$ cat src/rtl/mbus_pkg.sv
package mbus_pkg;
  typedef enum logic [3:0] {
    ST_IDLE,
    ST_LO_SET,
    ST_LO_STB,
    ST_LO_HLD,
    ST_HI_SET,
    ST_HI_STB,
    ST_HI_HLD,
    ST_DATA,
    ST_CSEL,
    ST_WAIT
  } mbus_st_e;
endpackage

$ cat src/rtl/mbus_sync.sv
module mbus_sync #(
  parameter int unsigned STAGES  = 2,
  parameter bit          RST_VAL = 1'b1
) (
  input  logic clk_i,
  input  logic rst_ni,
  input  logic d_i,
  output logic q_o
);
  logic [STAGES-1:0] sr_q;

  always_ff @(posedge clk_i or negedge rst_ni) begin
    if (!rst_ni) sr_q <= {STAGES{RST_VAL}};
    else         sr_q <= {sr_q[STAGES-2:0], d_i};
  end

  assign q_o = sr_q[STAGES-1];
endmodule

$ cat src/rtl/mbus_cnt.sv
module mbus_cnt #(
  parameter int unsigned CW = 8
) (
  input  logic          clk_i,
  input  logic          rst_ni,
  input  logic          clr_i,
  output logic [CW-1:0] q_o
);
  always_ff @(posedge clk_i or negedge rst_ni) begin
    if (!rst_ni)          q_o <= '0;
    else if (clr_i)       q_o <= '0;
    else if (q_o != '1)   q_o <= q_o + 1'b1;  // saturate
  end
endmodule

$ cat src/rtl/mbus_fsm.sv
module mbus_fsm
  import mbus_pkg::*;
#(
  parameter int unsigned DW      = 8,
  parameter int unsigned CW      = 8,
  parameter int unsigned STB_CYC = 2,
  parameter int unsigned TMO_CYC = 100,
  localparam int unsigned AW     = 2 * DW
) (
  input  logic          clk_i,
  input  logic          rst_ni,
  input  logic          req_i,
  input  logic [AW-1:0] addr_i,
  input  logic [DW-1:0] wdata_i,
  input  logic          we_i,
  input  logic          dev_i,
  input  logic          ack_low_i,
  input  logic [CW-1:0] cnt_i,
  output logic          cnt_clr_o,
  input  logic [DW-1:0] bus_d_i,
  output logic          ready_o,
  output logic [DW-1:0] rdata_o,
  output logic          tmo_o,
  output logic [DW-1:0] bus_d_o,
  output logic          bus_oe_o,
  output logic          alo_stb_o,
  output logic          ahi_stb_o,
  output logic          cs0_no,
  output logic          cs1_no,
  output logic          rd_no,
  output logic          wr_no
);
  localparam logic [CW-1:0] STB_LAST = CW'(STB_CYC - 1);
  localparam logic [CW-1:0] TMO_LAST = CW'(TMO_CYC - 1);

  mbus_st_e      state_q, state_d;
  logic [AW-1:0] addr_q;
  logic [DW-1:0] wdata_q;
  logic          we_q, dev_q;
  logic          fin, fin_tmo;

  assign fin_tmo = (state_q == ST_WAIT) && !ack_low_i && (cnt_i == TMO_LAST);
  assign fin     = (state_q == ST_WAIT) && (ack_low_i || cnt_i == TMO_LAST);

  always_comb begin
    state_d = state_q;
    unique case (state_q)
      ST_IDLE:   if (req_i) state_d = ST_LO_SET;
      ST_LO_SET: state_d = ST_LO_STB;
      ST_LO_STB: if (cnt_i == STB_LAST) state_d = ST_LO_HLD;
      ST_LO_HLD: state_d = ST_HI_SET;
      ST_HI_SET: state_d = ST_HI_STB;
      ST_HI_STB: if (cnt_i == STB_LAST) state_d = ST_HI_HLD;
      ST_HI_HLD: state_d = ST_DATA;
      ST_DATA:   state_d = ST_CSEL;
      ST_CSEL:   state_d = ST_WAIT;
      ST_WAIT:   if (fin) state_d = ST_IDLE;
      default:   state_d = ST_IDLE;
    endcase
  end

  assign cnt_clr_o = (state_d != state_q);

  always_ff @(posedge clk_i or negedge rst_ni) begin
    if (!rst_ni) begin
      state_q <= ST_IDLE;
      addr_q  <= '0;
      wdata_q <= '0;
      we_q    <= 1'b0;
      dev_q   <= 1'b0;
      ready_o <= 1'b0;
      rdata_o <= '0;
      tmo_o   <= 1'b0;
    end else begin
      state_q <= state_d;
      ready_o <= fin;
      if (state_q == ST_IDLE && req_i) begin
        addr_q  <= addr_i;
        wdata_q <= wdata_i;
        we_q    <= we_i;
        dev_q   <= dev_i;
      end
      if (fin) begin
        tmo_o <= fin_tmo;
        if (!we_q) rdata_o <= bus_d_i;
      end
    end
  end

  logic in_lo, in_hi, in_dat, sel_on, stb_on;
  assign in_lo  = state_q inside {ST_LO_SET, ST_LO_STB, ST_LO_HLD};
  assign in_hi  = state_q inside {ST_HI_SET, ST_HI_STB, ST_HI_HLD};
  assign in_dat = state_q inside {ST_DATA, ST_CSEL, ST_WAIT};
  assign sel_on = state_q inside {ST_CSEL, ST_WAIT};
  assign stb_on = (state_q == ST_WAIT);

  always_comb begin
    bus_d_o = '0;
    if (in_lo)              bus_d_o = addr_q[DW-1:0];
    else if (in_hi)         bus_d_o = addr_q[AW-1:DW];
    else if (in_dat && we_q) bus_d_o = wdata_q;
  end

  assign bus_oe_o  = in_lo || in_hi || (in_dat && we_q);
  assign alo_stb_o = (state_q == ST_LO_STB);
  assign ahi_stb_o = (state_q == ST_HI_STB);
  assign cs0_no    = !(sel_on && !dev_q);
  assign cs1_no    = !(sel_on && dev_q);
  assign rd_no     = !(stb_on && !we_q);
  assign wr_no     = !(stb_on && we_q);

  a_r1_latch_excl: assert property (@(posedge clk_i) disable iff (!rst_ni)
    !(alo_stb_o && ahi_stb_o));

  a_r4_read_released: assert property (@(posedge clk_i) disable iff (!rst_ni)
    !rd_no |-> !bus_oe_o);

  a_r5_one_select: assert property (@(posedge clk_i) disable iff (!rst_ni)
    !(!cs0_no && !cs1_no));

  a_r5_select_leads: assert property (@(posedge clk_i) disable iff (!rst_ni)
    ($fell(rd_no) || $fell(wr_no)) |-> ($past(!cs0_no) || $past(!cs1_no)));

  a_r6_ready_pulse: assert property (@(posedge clk_i) disable iff (!rst_ni)
    ready_o |=> !ready_o);

  a_r8_release_together: assert property (@(posedge clk_i) disable iff (!rst_ni)
    ready_o |-> (cs0_no && cs1_no && rd_no && wr_no && $past(!rd_no || !wr_no)));

  a_r9_hold_while_busy: assert property (@(posedge clk_i) disable iff (!rst_ni)
    (state_q != ST_IDLE) |=> ($stable(addr_q) && $stable(we_q) && $stable(dev_q)));
endmodule

$ cat src/rtl/mbus_ctrl.sv
module mbus_ctrl #(
  parameter int unsigned DW       = 8,
  parameter int unsigned STB_CYC  = 2,
  parameter int unsigned TMO_CYC  = 50000,
  parameter int unsigned SYNC_STG = 2,
  localparam int unsigned AW      = 2 * DW,
  localparam int unsigned CMAX    = (TMO_CYC > STB_CYC) ? TMO_CYC : STB_CYC,
  localparam int unsigned CW      = $clog2(CMAX + 1)
) (
  input  logic          clk_i,
  input  logic          rst_ni,
  input  logic          req_i,
  input  logic [AW-1:0] addr_i,
  input  logic [DW-1:0] wdata_i,
  input  logic          we_i,
  input  logic          dev_i,
  output logic          ready_o,
  output logic [DW-1:0] rdata_o,
  output logic          tmo_o,
  output logic [DW-1:0] bus_d_o,
  input  logic [DW-1:0] bus_d_i,
  output logic          bus_oe_o,
  output logic          alo_stb_o,
  output logic          ahi_stb_o,
  output logic          cs0_no,
  output logic          cs1_no,
  output logic          rd_no,
  output logic          wr_no,
  input  logic          ack_ni
);
  logic          ack_s;
  logic          cnt_clr;
  logic [CW-1:0] cnt;

  mbus_sync #(.STAGES(SYNC_STG), .RST_VAL(1'b1)) i_sync (
    .clk_i (clk_i),
    .rst_ni(rst_ni),
    .d_i   (ack_ni),
    .q_o   (ack_s)
  );

  mbus_cnt #(.CW(CW)) i_cnt (
    .clk_i (clk_i),
    .rst_ni(rst_ni),
    .clr_i (cnt_clr),
    .q_o   (cnt)
  );

  mbus_fsm #(
    .DW(DW), .CW(CW), .STB_CYC(STB_CYC), .TMO_CYC(TMO_CYC)
  ) i_fsm (
    .clk_i    (clk_i),
    .rst_ni   (rst_ni),
    .req_i    (req_i),
    .addr_i   (addr_i),
    .wdata_i  (wdata_i),
    .we_i     (we_i),
    .dev_i    (dev_i),
    .ack_low_i(!ack_s),
    .cnt_i    (cnt),
    .cnt_clr_o(cnt_clr),
    .bus_d_i  (bus_d_i),
    .ready_o  (ready_o),
    .rdata_o  (rdata_o),
    .tmo_o    (tmo_o),
    .bus_d_o  (bus_d_o),
    .bus_oe_o (bus_oe_o),
    .alo_stb_o(alo_stb_o),
    .ahi_stb_o(ahi_stb_o),
    .cs0_no   (cs0_no),
    .cs1_no   (cs1_no),
    .rd_no    (rd_no),
    .wr_no    (wr_no)
  );
endmodule

$ cat config.mk
export PLATFORM = sky130hd
export DESIGN_NAME = mbus_ctrl
export DESIGN_NICKNAME = d
export VERILOG_FILES = /design/src/rtl/mbus_pkg.sv /design/src/rtl/mbus_sync.sv /design/src/rtl/mbus_cnt.sv /design/src/rtl/mbus_fsm.sv /design/src/rtl/mbus_ctrl.sv
export SDC_FILE = /design/constraint.sdc
export NUM_CORES = 1
export LEC_CHECK = 0
export BUFFER_PORTS_ARGS = -buffer_cell sky130_fd_sc_hd__buf_2
export CELL_PAD_IN_SITES_DETAIL_PLACEMENT = 1
export CELL_PAD_IN_SITES_GLOBAL_PLACEMENT = 1
export CORE_MARGIN = 1.5
export CORE_UTILIZATION = 45
export DETAILED_ROUTE_END_ITERATION = 8
export GPL_TIMING_DRIVEN = 0
export HOLD_SLACK_MARGIN = 0.05
export PLACE_DENSITY = 0.87
export SYNTH_ARGS = -nofsm -noshare
export SYNTH_HDL_FRONTEND = slang
export SYNTH_SLANG_ARGS = --single-unit
$ cat constraint.sdc
create_clock -name clk_i -period 7.6 [get_ports clk_i]
set_input_delay 0.38 -clock clk_i [delete_from_list [all_inputs] [get_ports clk_i]]
set_output_delay 0.38 -clock clk_i [all_outputs]
set_load 0.05 [all_outputs]
==> summary.md, run 1 <==
| Metric | Value |
|---|---|
| DP HPWL | 5.27 mm |
| Post-synth ARST share | 100% |
| GR Overflow Total | 0 |
| Sequential Area | 1450 um2 |
| Slowest stage cell, crit path | nor3_1 |
| Met3 wire length | 294 um |
| Global-route wire length before repair | 12.1 mm |
| Count of cell types in the netlist | 43 |
| Worst setup path class | register to output pin |
| Nets@finish | 353 |
| Core area | 5920 um2 |
| Run status | finished clean |
| Buf/Inv on CP | 3 |
| Router iterations before antenna repair | 5 |
| Clock Path Buffers | 2 |
| Minimum clock period | 3.15 ns |
| Critical path required time | 7.22 ns |
| Total negative slack | 0 ns |
| Initial Util | 46.6% |
| CP startpoint kind | register |
| Fmax | 318 MHz |
| WHS | 0.102 ns |
| H-tree depth | 3 |
| Peak supply drop | 0.000291 V |
| Post-synthesis cell count | 240 |
| Mapped Nets | 280 |
| Clk_skew | 0.00879 ns |
| RSZ-0062 raised after global routing | no |
| Inserted Clock Buffers | 9 |
| Mean Syn Cell Area | 11.5 um2 |
| Die H | 81.3 um |
| Via density | 5.71 |
| Worst reg2reg path depth | 6 |
| Synth Warn # | 0 |
| IO Port Bufs | 62 |
| DIE WIDTH | 81.3 um |
| Top Layer Used | met4 |
| Power per Cell Area | 454 nW/um2 |
| Post-Syn Area | 2760 um2 |
| Hold Path Class | input port to async pin |
| Max-cap violations | 0 |
| Critical path's top delay family | simple AND/OR/NAND/NOR gates |
| Worst path cell trace | buf_1 -> nor2_1 -> nor3_1 -> a222oi_1 -> inv_1 -> buf_2 |
| Synth Flop Type | dfrtp_1 |
| DR WL/cell | 19.0 um |
| Clock transition at the registers of the reported paths | 0.07 ns |
| Post-CTS setup buffers | 0 |
| Post-Route WL | 7.47 mm |
| Vias in the first global route | 2,415 |
| Seq/Total Area, Yosys | 52.7% |
| Met2 routed WL | 3.88 mm |
| Final setup viols | 0 |
| Number of core rows | 28 |
| WL met1 | 3.08 mm |
| CTS tree | built |
| Worst-Margin Slew | 1.12 ns |
| Antenna violation net count after detailed routing | 0 |
| Leakage | 1.54 nW |
| Synth area leader | dfrtp_1 |
| Synth area leaders | dfrtp_1, mux2_2, xnor2_1 |
| Synthesis-stage register bit count | 58 |
| Endpoints failing hold | 0 |
| Area growth, synth to finish | 23.0% |
| GR Util All Layers | 24.8% |
| Clk sink count | 58 |
| GPL Wtd Cong | 0.840 |
| Count leader, synth | dfrtp_1 |
| Most frequent cells after synthesis | dfrtp_1, mux2_2, nor2_1 |
| Fillers | 650 |
| Synth top area share | 50.7% |
| Initial antenna violation count | 0 |
| Num ports | 63 |
| R2R Setup Slk | 4.93 ns |
| Worst EP arrival | 2.77 ns |
| Tcrit/Tclk final | 41.4% |
| Cells resized by post-CTS repair | 0 |
| Slew margin rel. | 24.7% |
| Iteration-0 DRC Markers | 128 |
| Area of the multi-input gates | 1230 um2 |
| Worst flop-to-flop path startpoint | i_cnt.q_o[10] |
| Largest net degree at the start of global routing | 59 |
| Skew-Pair Late Insertion Delay | 0.34 ns |
| Layout cells sized above 1 | 37.4% |
| CP Capture Type | output pin |
| FF-to-FF End | i_cnt.q_o[6] |
| Cts hold-fix bufs | 0 |
| Slew Limit Fails | 0 |
| Post-synth EDFFs | 0 |
| Root buffer cell | clkbuf_8 |
| Crit path max fanout | 10 |
| Post-route DRC | 0 |
| Crit-path max cell delay | 0.87 ns |
| Vias | 2,251 |
| Die area | 6620 um2 |
logic make-up after synthesis:
logic type | after synthesis | synth area share [%]
fa+ha+maj | 2 | 0.906
compound gates | 35 | 10.1
buf+inv | 18 | 2.72
xor+xnor | 11 | 3.49
flops | 58 | 52.7
simple gates | 82 | 16.3
mux | 34 | 13.9
worst max path at each step:
stage	cells past startpoint	startpoint	slack [ns]	endpoint
finish	6	i_fsm.state_q[0]	4.45	bus_d_o[7]
global route	6	i_fsm.state_q[0]	4.17	bus_d_o[7]
CTS	6	i_fsm.state_q[0]	4.46	bus_d_o[7]
detailed placement	6	i_fsm.state_q[0]	4.95	bus_d_o[7]
global placement	6	i_cnt.q_o[11]	4.99	i_cnt.q_o[5]
floorplan	2	i_fsm.state_q[2]	4.95	alo_stb_o
state kept, by name, summed over array words and instances, names as in the netlist:
| signal | cells |
|---|---|
| i_fsm.rdata_o | 8 |
| i_fsm.dev_q | 1 |
| i_fsm.tmo_o | 1 |
| i_fsm.state_q | 4 |
| i_fsm.wdata_q | 8 |
| i_fsm.ready_o | 1 |
| i_fsm.we_q | 1 |
| i_fsm.addr_q | 16 |
| i_sync.sr_q | 2 |
| i_cnt.q_o | 16 |
placed cells by master, fill, tap and decap left out, types with 2 or more instances in the layout:
master / netlist / layout
nor4b_1: 2 / 2
nand2b_1: 6 / 6
dfstp_2: 2 / 2
inv_1: 10 / 10
nor3b_1: 3 / 3
clkbuf_8: 0 / 10
nor2_1: 21 / 21
bufinv_16: 0 / 2
nand4_1: 3 / 3
nor2b_1: 3 / 3
buf_2: 0 / 61
a31oi_1: 2 / 2
nor3_1: 8 / 8
ha_1: 2 / 2
o21bai_1: 2 / 2
clkinvlp_4: 0 / 2
nand2_1: 13 / 13
nand3_1: 3 / 3
a21oi_1: 11 / 11
a21boi_0: 2 / 2
or4_1: 3 / 3
and4_1: 3 / 3
dfrtp_1: 56 / 56
clkbuf_1: 6 / 6
a222oi_1: 8 / 8
and2_1: 4 / 4
mux2_2: 34 / 34
and3_1: 2 / 2
xnor2_1: 10 / 10
nor4_1: 2 / 2
a211oi_1: 3 / 3
power by group:
part,internal [mW],total [mW],leakage (nW),switching (mW)
logic,0.241,0.727,0.713,0.486
registers,0.418,0.487,0.723,0.0691
clock network,0.194,0.328,0.109,0.134
total,0.853,1.54,1.54,0.689
layer usage:
metal	vias up	GRT usage [%]
li1	1023	-
met5	-	0
met4	0	13.6
met1	1141	31.4
met2	68	39.8
met3	19	4.49
through the flow:
stage	cells	area (um2)	setup slack, ns	utilization (%)	power [mW]
finish	394	3400	4.45	57.4	1.54
global route	393	3390	4.17	57.3	1.62
detailed placement	377	3170	4.95	53.5	1.21
floorplan	240	2760	4.95	-	1.03
global placement	377	3170	4.99	53.5	1.17
CTS	393	3390	4.46	57.3	1.55
worst reg2reg max path: cells and delay by family (launching register included):
kind / cells / cell delay (ns)
AND/OR/NAND/NOR: 4 / 1.44
flip-flops: 1 / 0.45
buffers and inverters: 1 / 0.22
AO/OA/AOI/OAI: 1 / 0.46
cell type report:
type	count	share of cell area, %
sequential	58	42.8
clock inverter	6	2.62
timing repair buffer	62	9.21
inverter	10	1.10
multi-input combinational	164	36.3
clock buffer	10	4.05
buffer	8	1.10
antenna	1	0.0737
tap	75	2.76
(Power assumes the default switching activity.)
==> run 2, diff against run 1 <==
Settings changed: CORE_UTILIZATION 45 to 42, PLACE_DENSITY 0.87 to 0.82.
Clock period 7.6 ns to 2.9 ns, I/O delays scaled along.
==> run 2 against run 1 <==
Critical path depth down 1. Total power rose to 2.7 times the previous value. Global-route usage rose by 1.1 points. Clock skew is 0.0077 ns higher. Sequential share of layout area is 4.3 points lower. Hold slack improved by 0.20 ns. Core utilization grew 2.2 points. Critical path type unchanged. Critical endpoint is now bus_d_o[1]. Largest power group unchanged.
==> summary.md, run 2 (synthesis results as in run 1) <==
| Metric | Value |
|---|---|
| Antenna cells | 0 |
| Overall power | 4.19 mW |
| GR Overflow Total | 0 |
| Slew Limit Fails | 0 |
| Vias | 2,384 |
| Root buffer cell | clkbuf_8 |
| Largest net degree at the start of global routing | 59 |
| Clock Path Buffers | 2 |
| Commonest non-fill, non-tap cell in the layout | buf_2 |
| IO Port Bufs | 62 |
| Clock transition at the registers of the reported paths | 0.08 ns |
| Endpoints failing hold | 0 |
| Slew margin rel. | 45.9% |
| Area of the multi-input gates | 1240 um2 |
| Top Layer Used | met4 |
| Global-route wire length before repair | 13.9 mm |
| Worst-Margin Slew | 0.810 ns |
| CP startpoint kind | register |
| CP Capture Type | output pin |
| Sequential Area | 1450 um2 |
| Area growth, synth to finish | 36.9% |
| Clk sink count | 58 |
| Inserted Clock Buffers | 9 |
| WL met1 | 3.42 mm |
| Skew-Pair Late Insertion Delay | 0.34 ns |
| Worst EP arrival | 2.52 ns |
| Power per Cell Area | 1110 nW/um2 |
| Nets@finish | 389 |
| Layout cells sized above 1 | 34.5% |
| Vias in the first global route | 2,657 |
| Met2 routed WL | 4.54 mm |
| Number of core rows | 29 |
| Die H | 84.1 um |
| Fillers | 701 |
| Leakage | 1.71 nW |
| H-tree depth | 3 |
| Run status | finished clean |
| Non-Filler Instances | 431 |
| Dpl ws | 0.274 ns |
| Top flop regs | i_cnt.q_o x16, i_fsm.addr_q x16 |
| Minimum clock period | 2.66 ns |
| Via density | 5.53 |
| Worst setup path class | register to output pin |
| Highest-count cells in the layout ignoring fill and taps | buf_2, dfrtp_1, dlygate4sd3_1 |
| Placed Cells | 379 |
| Iteration-0 DRC Markers | 133 |
| Hold Path Class | input port to register |
| Total negative slack | 0 ns |
| Worst Hold Launch | req_i |
| Post-route DRC | 0 |
| Final setup viols | 0 |
| GR Util All Layers | 25.9% |
| CP startpoint | i_fsm.state_q[2] |
| DR WL/cell | 19.9 um |
| Critical path required time | 2.76 ns |
| Met3 wire length | 410 um |
| Clk_skew | 0.0165 ns |
| DIE WIDTH | 84.1 um |
| Num ports | 63 |
| Peak supply drop | 0.000714 V |
| RSZ-0062 raised after global routing | no |
| Initial Util | 43.5% |
| Tcrit/Tclk final | 91.7% |
| Core area | 6350 um2 |
| Final WS setup | 0.239 ns |
| Die area | 7070 um2 |
| Worst flop-to-flop path startpoint | i_cnt.q_o[11] |
| Initial antenna violation count | 0 |
| GPL Wtd Cong | 0.795 |
| Post-Route WL | 8.57 mm |
| Max-cap violations | 0 |
| Router iterations before antenna repair | 5 |
| Antenna violation net count after detailed routing | 0 |
| CTS tree | built |
| Fmax | 376 MHz |
| Crit path max fanout | 8 |
| DP HPWL | 4.83 mm |
[run 2: cell types whose count changed in the layout (fill, tap and decap cells not counted), sizes merged]
cell,change
clkinv,-1
buf,-1
dlygate4sd3,+36
clkinvlp,-2
clkbuf,+4
diode,-1
[run 2: critical path, stage by stage, from the launching register on]
cell and delay [ns]:
dfrtp_1 0.43, nor3b_1 0.70, o21a_1 0.47, a222oi_1 0.19
inv_1 0.11, buf_2 0.26
[run 2: layer usage]
metal | up-vias | track usage, %
met4 | 0 | 8.20
met1 | 1194 | 30.6
met5 | - | 0
li1 | 1091 | -
met2 | 78 | 46.3
met3 | 21 | 6.13
[run 2: timing repair]
action,4_1_cts,5_1_grt
endpoints found under the hold margin,34,57
resized for setup,0,5
endpoints found under the setup margin,0,8
hold buffers,34,2
buffers inserted,0,0
[run 2: power by group]
| part | leakage, nW | total [mW] | switching, mW | internal [mW] |
|---|---|---|---|---|
| Clock | 0.120 | 0.903 | 0.344 | 0.558 |
| Sequential | 0.723 | 1.30 | 0.201 | 1.10 |
| Combinational | 0.871 | 1.99 | 1.32 | 0.672 |
| Total | 1.71 | 4.19 | 1.87 | 2.33 |
[run 2: worst paths after layout]
check                                   end  slack (ns)  cells after the start
max reg2reg                   i_cnt.q_o[13]        0.25                      6
max                              bus_d_o[1]        0.24                      5
min reg2reg                  i_sync.sr_q[1]        0.37                      0
min in group asynchronous   i_fsm.addr_q[9]        0.40                      2
max in group asynchronous  i_fsm.state_q[1]        2.00                      2
min                        i_fsm.state_q[0]        0.31                      4
[run 2: cell type report]
type,count,area share [%]
Buffer,8,1.06
Clock buffer,13,4.47
Clock inverter,3,1.82
Inverter,10,0.993
Multi-Input combinational cell,164,32.8
Sequential cell,58,38.5
Tap cell,77,2.55
Timing Repair Buffer,98,17.8
[run 2: stage by stage]
step | util (%) | hold slack, ns | area (um2)
finish | 59.5 | 0.305 | 3780
global route | 59.5 | 0.325 | 3780
CTS | 59.0 | 0.0557 | 3750
detailed placement | 49.9 | 0.259 | 3170
global placement | 49.9 | 0.252 | 3170
floorplan | - | -0.151 | 2760
==> run 3, diff against run 2 <==
Settings changed: CORE_UTILIZATION 42 to 43, SYNTH_HIERARCHICAL set to 1.
==> run 3 against run 2 <==
Wire length up 14%. Global-route usage up 1.2 points. Die area up 5.3%. Combinational power up 9.5%. Flip-flop and latch count unchanged. Hold slack worse by 0.068 ns. Critical path depth up 2. Count of clock-buffer cells in the layout down 4. Core utilization down 0.55 points. Synthesized area up 8.0%. Clock power down 1%. Critical path type is now register to register. Critical endpoint is now i_cnt/q_o[2]. Highest routed layer unchanged.
==> summary.md, run 3 <==
| Metric | Value |
|---|---|
| Skew-Pair Late Insertion Delay | 0.36 ns |
| Initial Util | 44.1% |
| Worst setup path class | register to register |
| Final Cell Area | 3990 um2 |
| Worst reg2reg path depth | 7 |
| Synth Flop Type | dfrtp_1 |
| Post-synth ARST share | 100% |
| DR WL/cell | 21.9 um |
| Vias in the first global route | 2,707 |
| Power per Cell Area | 1100 nW/um2 |
| Top flop regs | i_cnt/q_o x16, i_fsm/addr_q x16 |
| GR Util All Layers | 27.1% |
| Die H | 86.3 um |
| DP HPWL | 5.03 mm |
| Post-synthesis cell count | 251 |
| Peak supply drop | 0.000666 V |
| Crit path max fanout | 10 |
| Hold Path Class | input port to register |
| Run status | finished clean |
| Clk sink count | 58 |
| Clock Path Buffers | 2 |
| WHS | 0.237 ns |
| H-tree depth | 3 |
| Final setup viols | 0 |
| Post-route DRC | 0 |
| Endpoints failing hold | 0 |
| Highest-count cells in the layout ignoring fill and taps | buf_2, dfrtp_1, dlygate4sd3_1 |
| Nets@finish | 399 |
| Antenna violation net count after detailed routing | 0 |
| RSZ-0062 raised after global routing | no |
| CP Capture Type | register |
| Minimum clock period | 2.60 ns |
| Root buffer cell | clkbuf_8 |
| Die area | 7440 um2 |
| Num ports | 63 |
| Synth Warn # | 6 |
| Most frequent cells after synthesis | dfrtp_1, mux2_2, nor2_1 |
| GPL Wtd Cong | 0.809 |
| Slew Limit Fails | 0 |
| Clk_skew | 0.0156 ns |
| Router iterations before antenna repair | 4 |
| Synthesis-stage register bit count | 58 |
| Sequential Area | 1450 um2 |
| Post-Route WL | 9.76 mm |
| Critical path required time | 3.12 ns |
| Leakage | 1.84 nW |
| Number of core rows | 30 |
| Via density | 5.88 |
| GR Overflow Total | 0 |
| Post-synth EDFFs | 0 |
| Iteration-0 DRC Markers | 157 |
| Global-route wire length before repair | 14.8 mm |
| Area growth, synth to finish | 33.7% |
| IO Port Bufs | 62 |
| Fmax | 385 MHz |
| Count of cell types in the netlist | 66 |
| Mean Syn Cell Area | 11.9 um2 |
| Max-cap violations | 0 |
| Fillers | 722 |
| Inserted Clock Buffers | 9 |
| CP startpoint kind | register |
| Slew margin rel. | 49.1% |
| Overall power | 4.37 mW |
| Post-CTS setup buffers | 0 |
| Non-Filler Instances | 446 |
| Mapped Nets | 290 |
| Worst EP arrival | 2.82 ns |
| Initial antenna violation count | 1 |
| Post-DP Area | 3390 um2 |
| Worst-Margin Slew | 0.763 ns |
| Core area | 6760 um2 |
| Largest net degree at the start of global routing | 59 |
| Synth top area share | 47.0% |
| Layout cells sized above 1 | 37.8% |
| CTS tree | built |
| Tcrit/Tclk final | 89.6% |
| Synth area leader | dfrtp_1 |
| Dpl ws | 0.313 ns |
| Clock transition at the registers of the reported paths | 0.08 ns |
| Hold path depth | 3 |
| Synth area leaders | dfrtp_1, mux2_2, mux2_4 |
| DIE WIDTH | 86.3 um |
| Commonest non-fill, non-tap cell in the layout | buf_2 |
| Placed Cells | 393 |
| Count leader, synth | dfrtp_1 |
| Seq/Total Area, Yosys | 48.8% |
| Vias | 2,624 |
| Final WS setup | 0.303 ns |
| Fin util | 59.0% |
| Post-Syn Area | 2980 um2 |
| Total negative slack | 0 ns |
| Area of the multi-input gates | 1450 um2 |
[run 3: changes by cell type in the layout (fill, tap and decap cells not counted), sizes merged, moves of 7 or more]
cell    previous run  this run
xnor2             10         1
a222oi             8         0
a22o               1         8
o21ai              0         8
a21o               0         9
buf               63        70
clkbuf            20        10
[run 3: where the power goes]
group	internal (mW)	total [mW]	switching (mW)
sequential	1.09	1.30	0.210
combinational	0.766	2.18	1.41
clock	0.491	0.890	0.399
[run 3: cell type report]
type                            instances  share of cell area, %
Tap cell                               80                   2.51
Clock buffer                            9                   3.11
Clock inverter                          7                   2.57
Timing Repair Buffer                   98                   16.9
Inverter                                6                  0.565
Antenna cell                            1                 0.0628
Sequential cell                        58                   36.5
Multi-Input combinational cell        178                   36.5
Buffer                                  9                   1.32
[run 3: worst paths after layout]
check	from	endpoint	slack, ns
hold / removal	req_i	i_fsm/state_q[0]	0.24
hold reg to reg	i_sync/sr_q[0]	i_sync/sr_q[1]	0.37
setup / recovery	i_cnt/q_o[5]	i_cnt/q_o[2]	0.30
min in group asynchronous	rst_ni	i_fsm/addr_q[7]	0.39
max in group asynchronous	rst_ni	i_fsm/state_q[2]	1.98
setup reg to reg	i_cnt/q_o[5]	i_cnt/q_o[2]	0.30
[run 3: metal layers]
metal	wire [um]	part of all wire (%)	global-route usage (%)	vias to the layer above
met1	3550	36	29.1	1353
li1	-	-	-	1157
met5	0	0	0	-
met3	405	4.2	6.10	29
met2	5340	55	50.1	85
met4	463	4.7	13.2	0
[run 3: critical path, cell delays in order (launching register included)]
cell and delay, ns:
dfrtp_1 0.49, nor4b_4 0.44, and4_2 0.38, o31a_1 0.20, a211o_1 0.15, buf_1 0.36
clkbuf_2 0.34, nor3_1 0.10
[run 3: kinds of logic (layout without fill, tap and decap cells)]
family | count (synthesis) | in the layout | share of synthesized area [%]
other | 0 | 1 | 0
AO/OA/AOI/OAI | 55 | 55 | 13.9
buffers and inverters | 15 | 129 | 2.48
adder cells (fa/ha/maj) | 1 | 1 | 0.420
multiplexers | 37 | 37 | 14.9
XOR/XNOR | 2 | 2 | 0.588
AND/OR/NAND/NOR | 83 | 83 | 18.9
flip-flops | 58 | 58 | 48.8
[run 3: what timing repair did]
| item | 4_1_cts | 5_1_grt |
|---|---|---|
| hold buffers | 35 | 1 |
| setup endpoints to repair | 0 | 6 |
| endpoints found under the hold margin | 35 | 56 |
| resized for setup | 0 | 2 |
